File: src/rtl/tl_pkg.sv
package tl_pkg;

  // Phase codes of the sequencer; every 2-bit code is a named phase.
  typedef enum logic [1:0] {
    PH_EW_GO   = 2'd0,
    PH_EW_WARN = 2'd1,
    PH_NS_GO   = 2'd2,
    PH_NS_WARN = 2'd3
  } phase_e;

  // One road's lamps, active-low (0 = lit).
  typedef struct packed {
    logic red_n;
    logic amber_n;
    logic go_n;
  } lamp_t;

  localparam lamp_t LAMP_RED   = '{red_n: 1'b0, amber_n: 1'b1, go_n: 1'b1};
  localparam lamp_t LAMP_AMBER = '{red_n: 1'b1, amber_n: 1'b0, go_n: 1'b1};
  localparam lamp_t LAMP_GO    = '{red_n: 1'b1, amber_n: 1'b1, go_n: 1'b0};

  // Next timer value: count up and wrap to zero at the modulus.
  function automatic int unsigned tick_wrap(input int unsigned cnt,
                                            input int unsigned modulus);
    if (cnt + 1 >= modulus) return 0;
    return cnt + 1;
  endfunction

  // Last count of a green phase.
  function automatic int unsigned go_last(input int unsigned go_ticks);
    return go_ticks - 1;
  endfunction

  // Last count of a yellow phase.
  function automatic int unsigned warn_last(input int unsigned go_ticks,
                                            input int unsigned warn_ticks);
    return go_ticks + warn_ticks - 1;
  endfunction

endpackage

File: src/rtl/tl_phase_timer.sv
module tl_phase_timer #(
  parameter int unsigned MODULUS = 5,
  localparam int unsigned CW = (MODULUS > 1) ? $clog2(MODULUS) : 1
) (
  input  logic          clk_tick,
  input  logic          rst_sync,
  input  logic          restart,
  output logic [CW-1:0] count_o
);
  import tl_pkg::*;

  logic [CW-1:0] count_next;

  always_comb begin
    count_next = CW'(tick_wrap(int'(count_o), MODULUS));
  end

  always_ff @(posedge clk_tick) begin
    if (rst_sync || restart) count_o <= '0;
    else                     count_o <= count_next;
  end

  assert_timer_range_R5: assert property (@(posedge clk_tick) disable iff (rst_sync)
    count_o < CW'(MODULUS));

  assert_timer_restart_R7: assert property (@(posedge clk_tick)
    (rst_sync || restart) |=> (count_o == '0));

endmodule

File: src/rtl/tl_phase_fsm.sv
module tl_phase_fsm #(
  parameter int unsigned GO_TICKS   = 4,
  parameter int unsigned WARN_TICKS = 1,
  parameter int unsigned CW         = 3
) (
  input  logic            clk_tick,
  input  logic            rst_sync,
  input  logic [CW-1:0]   count_i,
  output tl_pkg::phase_e  phase_o,
  output logic            enter_go
);
  import tl_pkg::*;

  localparam logic [CW-1:0] GO_END   = CW'(go_last(GO_TICKS));
  localparam logic [CW-1:0] WARN_END = CW'(warn_last(GO_TICKS, WARN_TICKS));

  phase_e phase_next;
  logic   go_done;
  logic   warn_done;

  assign go_done   = (phase_o == PH_EW_GO || phase_o == PH_NS_GO) && (count_i == GO_END);
  assign warn_done = (phase_o == PH_EW_WARN || phase_o == PH_NS_WARN) && (count_i == WARN_END);

  always_comb begin
    phase_next = phase_o;
    enter_go   = 1'b0;
    case (phase_o)
      PH_EW_GO:   if (go_done) phase_next = PH_EW_WARN;
      PH_EW_WARN: if (warn_done) begin
                    phase_next = PH_NS_GO;
                    enter_go   = 1'b1;
                  end
      PH_NS_GO:   if (go_done) phase_next = PH_NS_WARN;
      PH_NS_WARN: if (warn_done) begin
                    phase_next = PH_EW_GO;
                    enter_go   = 1'b1;
                  end
      default: begin
        phase_next = PH_EW_GO;
        enter_go   = 1'b1;
      end
    endcase
  end

  always_ff @(posedge clk_tick) begin
    if (rst_sync) phase_o <= PH_EW_GO;
    else          phase_o <= phase_next;
  end

  assert_reset_phase_R2: assert property (@(posedge clk_tick)
    rst_sync |=> (phase_o == PH_EW_GO));

  assert_go_hold_R3: assert property (@(posedge clk_tick) disable iff (rst_sync)
    (phase_o == PH_EW_GO && count_i != GO_END) |=> (phase_o == PH_EW_GO));

  assert_ew_to_ns_R4: assert property (@(posedge clk_tick) disable iff (rst_sync)
    (phase_o == PH_EW_WARN && count_i == WARN_END) |=> (phase_o == PH_NS_GO && count_i == '0));

  assert_ns_to_ew_R4: assert property (@(posedge clk_tick) disable iff (rst_sync)
    (phase_o == PH_NS_WARN && count_i == WARN_END) |=> (phase_o == PH_EW_GO && count_i == '0));

endmodule

File: src/rtl/tl_lamp_drive.sv
module tl_lamp_drive (
  input  tl_pkg::phase_e phase_i,
  output tl_pkg::lamp_t  ns_o,
  output tl_pkg::lamp_t  ew_o
);
  import tl_pkg::*;

  always_comb begin
    ns_o = LAMP_RED;
    ew_o = LAMP_RED;
    case (phase_i)
      PH_EW_GO:   ew_o = LAMP_GO;
      PH_EW_WARN: ew_o = LAMP_AMBER;
      PH_NS_GO:   ns_o = LAMP_GO;
      PH_NS_WARN: ns_o = LAMP_AMBER;
      default:    ew_o = LAMP_GO;
    endcase
  end

endmodule

File: src/rtl/tl_crossing_ctrl.sv
module tl_crossing_ctrl #(
  parameter int unsigned GO_TICKS   = 4,
  parameter int unsigned WARN_TICKS = 1
) (
  input  logic clk_tick,
  input  logic rst_sync,
  output logic ns_red_n,
  output logic ns_amber_n,
  output logic ns_go_n,
  output logic ew_red_n,
  output logic ew_amber_n,
  output logic ew_go_n
);
  import tl_pkg::*;

  localparam int unsigned MODULUS = GO_TICKS + WARN_TICKS;
  localparam int unsigned CW      = (MODULUS > 1) ? $clog2(MODULUS) : 1;

  logic [CW-1:0] step_count;
  logic          enter_go;
  phase_e        phase;
  lamp_t         ns_lamps;
  lamp_t         ew_lamps;

  tl_phase_timer #(.MODULUS(MODULUS)) u_timer (
    .clk_tick (clk_tick),
    .rst_sync (rst_sync),
    .restart  (enter_go),
    .count_o  (step_count)
  );

  tl_phase_fsm #(.GO_TICKS(GO_TICKS), .WARN_TICKS(WARN_TICKS), .CW(CW)) u_fsm (
    .clk_tick (clk_tick),
    .rst_sync (rst_sync),
    .count_i  (step_count),
    .phase_o  (phase),
    .enter_go (enter_go)
  );

  tl_lamp_drive u_lamps (
    .phase_i (phase),
    .ns_o    (ns_lamps),
    .ew_o    (ew_lamps)
  );

  assign ns_red_n   = ns_lamps.red_n;
  assign ns_amber_n = ns_lamps.amber_n;
  assign ns_go_n    = ns_lamps.go_n;
  assign ew_red_n   = ew_lamps.red_n;
  assign ew_amber_n = ew_lamps.amber_n;
  assign ew_go_n    = ew_lamps.go_n;

  assert_one_lamp_ns_R1: assert property (@(posedge clk_tick) disable iff (rst_sync)
    $countones({~ns_red_n, ~ns_amber_n, ~ns_go_n}) == 1);

  assert_one_lamp_ew_R1: assert property (@(posedge clk_tick) disable iff (rst_sync)
    $countones({~ew_red_n, ~ew_amber_n, ~ew_go_n}) == 1);

  assert_ew_moving_ns_red_R6: assert property (@(posedge clk_tick) disable iff (rst_sync)
    (!ew_go_n || !ew_amber_n) |-> !ns_red_n);

  assert_ns_moving_ew_red_R6: assert property (@(posedge clk_tick) disable iff (rst_sync)
    (!ns_go_n || !ns_amber_n) |-> !ew_red_n);

  assert_no_dual_green_R6: assert property (@(posedge clk_tick) disable iff (rst_sync)
    !(!ns_go_n && !ew_go_n));

  assert_reset_lamps_R2: assert property (@(posedge clk_tick)
    rst_sync |=> (!ew_go_n && !ns_red_n));

endmodule

File: config.mk
export PLATFORM = sky130hd
export DESIGN_NAME = tl_crossing_ctrl
export DESIGN_NICKNAME = d
export VERILOG_FILES = /design/src/rtl/tl_pkg.sv /design/src/rtl/tl_phase_timer.sv /design/src/rtl/tl_phase_fsm.sv /design/src/rtl/tl_lamp_drive.sv /design/src/rtl/tl_crossing_ctrl.sv
export SDC_FILE = /design/constraint.sdc
export NUM_CORES = 1
export LEC_CHECK = 0
export BUFFER_PORTS_ARGS = -buffer_cell sky130_fd_sc_hd__clkbuf_2
export CAP_MARGIN = 20
export CORE_AREA = 2 2 41 43
export CTS_BUF_LIST = sky130_fd_sc_hd__clkbuf_4
export DETAILED_ROUTE_END_ITERATION = 16
export DIE_AREA = 0 0 43 45
export PLACE_DENSITY_LB_ADDON = 0.08
export RECOVER_POWER = 50
export SLEW_MARGIN = 40
export SYNTH_ARGS = -nofsm -noshare
export SYNTH_HDL_FRONTEND = slang
export SYNTH_SLANG_ARGS = --single-unit
File: constraint.sdc
create_clock -name clk_tick -period 3.3 [get_ports clk_tick]
set_clock_uncertainty 0.2 [all_clocks]
set_input_delay 0.33 -clock clk_tick [delete_from_list [all_inputs] [get_ports clk_tick]]
set_output_delay 0.33 -clock clk_tick [all_outputs]
set_load 0.005 [all_outputs]
==> results.cfg <==
[grt]
grt_max_degree = 7
grt_pass1_wl_mm = 1.34
track_usage_pct = 9.66
grt.overflow.total = 0
antenna_found_initial = 0
grt_pass1_vias = 329

[final_layout]
diodes = 0
design_area_um2 = 507
finalNetCount = 70
drive_gt1_share_pct = 30.9
area_growth_pct = 17.4
n_fill_cell = 165
fin_util_pct = 34.4

[clock_tree]
root_buffer = clkbuf_4
cts.clk_slew.worst_paths_ps = 40
clockBufferDepth = 2
htree_levels = 1
post-cts-setup-buffers = 0
clk_latency_ps = 240
cts_hold_buf = 0
cts.sinks = 5
cts_tree = yes
cts_inserted_buffers = 3
ctsResizeCount = 0

[setup_path]
crit_buf_inv = 2
cp_top_family = flip-flops
cp.arrival_ps = 1460
crit_type = reg -> out
cp_cell_sequence = inv_1, ha_1, or2_2, clkbuf_2
path_max_fanout = 6
critPathRequiredTime_ps = 2770
cp-end-kind = output port
cp_slowest_cell = dfxtp_1
startpoint_type = flip-flop
slowest_delay_ps = 440

[drt]
firstDrtPassIters = 2
vias_per_cell = 4.54
first_iter_violations = 1
drc = 0
wl_per_cell_um = 10.5
antenna_left = 0
drt_wl_total_um = 749
routed-via-count = 322

[timing]
rsz0062_at_grt = false
worst_pin_slew_ps = 322
fmax_mhz = 501
slew_viol_final = 0
timing.final.crit_period_ps = 1990
relSlewSlack_pct = 78.6
setup_violations = 0
finalCritPeriodShare_pct = 60.5
fin_tns_setup_ps = 0
final-hold-violation-count = 0
holdWs_ps = 155

[outcome]
outcome = complete, no violations

[pwr]
vdd_drop_max_uv = 177
p_leak_uw = 0.000235
power_density_mw_per_mm2 = 619
power_uw = 314

[placed_design]
dpl_cell_area_um2 = 487
place_congestion = 0.670
portBuffers = 7
hpwl_um = 632

[synth]
synth_area_per_cell_um2 = 9.81
ys_types = 19
synth_commonest_cells = ha_1 (12), inv_1 (9), dfxtp_1 (5), nor4_1 (2), or2_2 (2)
syn_nets = 58
ys.flop_type = dfxtp_1
yosysWarnings = 0
syn_area_um2 = 432
yosysMostFrequentCell = ha_1
async_reset_ff_share_pct = 0
synth_top_cell_area_share_pct = 34.8
yosysSeqAreaShare_pct = 23.2
netlist_instances = 44
synth-edff-count = 0
ys_ff_latch = 5
yosys.area.top_type = ha_1
netlist_top_cells_area = ha_1 (35%), dfxtp_1 (23%), inv_1 (7.8%), nor4b_2 (3.5%), o2bb2ai_2 (3.5%)

[hold_path]
min_path_type = in -> reg

[floorplan]
die-height_um = 45
core-area_mm2 = 0.00147
ioPinCount = 8
start_util_pct = 29.3
die_x_um = 43
rows = 14
dieArea_mm2 = 0.00194

[job]
cap_violations = 0
==> kinds of logic (layout without fill, tap and decap cells) <==
logic type | count (synthesis) | after routing | synth area share (%)
flip-flops | 5 | 5 | 23.2
buffers and inverters | 9 | 20 | 7.83
AND/OR/NAND/NOR | 11 | 11 | 18.0
adder cells (fa/ha/maj) | 12 | 12 | 34.8
AO/OA/AOI/OAI | 7 | 7 | 16.2
==> metrics by stage <==
| stage | cells | setup WS, ps |
|---|---|---|
| after floorplan | 44 | 1760 |
| after CTS | 71 | 1290 |
| after global routing | 71 | 1210 |
| after detailed placement | 67 | 1550 |
| after global placement | 67 | 1580 |
| final | 71 | 1310 |
==> registers in the layout, summed over array words and instances, names as in the netlist <==
signal           count
u_timer.count_o      3
u_fsm.phase_o        2
==> routing by layer <==
layer,share of wire (%),vias to the layer above,track usage (%)
met4,0,0,9.09
met5,0,-,0
li1,-,167,-
met3,4.0,0,2.40
met1,47,148,10.7
met2,49,7,15.2
==> power by group <==
part	switching, uW	internal, uW	total, uW
logic	79.3	68.3	148
clock network	24.5	53.9	78.4
registers	15.7	72.0	87.8
total	120	194	314
==> worst paths after layout <==
kind	to	slack, ps	start	cells past startpoint
setup / recovery	ns_red_n	1310	u_fsm.phase_o[0]$_SDFFE_PP0P_	4
hold / removal	u_fsm.phase_o[0]$_SDFFE_PP0P_	150	rst_sync	2
setup reg to reg	u_fsm.phase_o[0]$_SDFFE_PP0P_	1610	u_fsm.phase_o[0]$_SDFFE_PP0P_	5
hold reg to reg	u_timer.count_o[0]$_SDFF_PP0_	310	u_timer.count_o[0]$_SDFF_PP0_	1
==> area by class of cell <==
type	instances	area (um^2)	area share (%)
Clock buffer	4	30.0	5.93
Inverter	9	33.8	6.67
Multi-Input combinational cell	30	288	56.8
Sequential cell	5	100	19.8
Tap cell	16	20.0	3.95
Timing Repair Buffer	7	35.0	6.91
==> placed cells by master (no fill, tap or decap) <==
master and count:
a21oi_1 2, ha_1 12, nand4b_1 1, o31ai_2 1, a211oi_2 1, nand2_1 1, clkbuf_2 7, nand2b_1 1
o21bai_1 1, nor4b_2 1, dfxtp_1 5, nor2_1 1, inv_1 9, or2_2 2, o2bb2ai_2 1, nor4_1 2
o21ai_0 1, clkbuf_4 4, nor2b_1 1, and2_0 1
==> worst register-to-register path, stage by stage, from the launching register on <==
cell and delay [ps]:
dfxtp_1 440, inv_1 130, ha_1 250, o21bai_1 220, and2_0 240, a211oi_2 90
No activity file was read; power rests on OpenSTA's default activity.
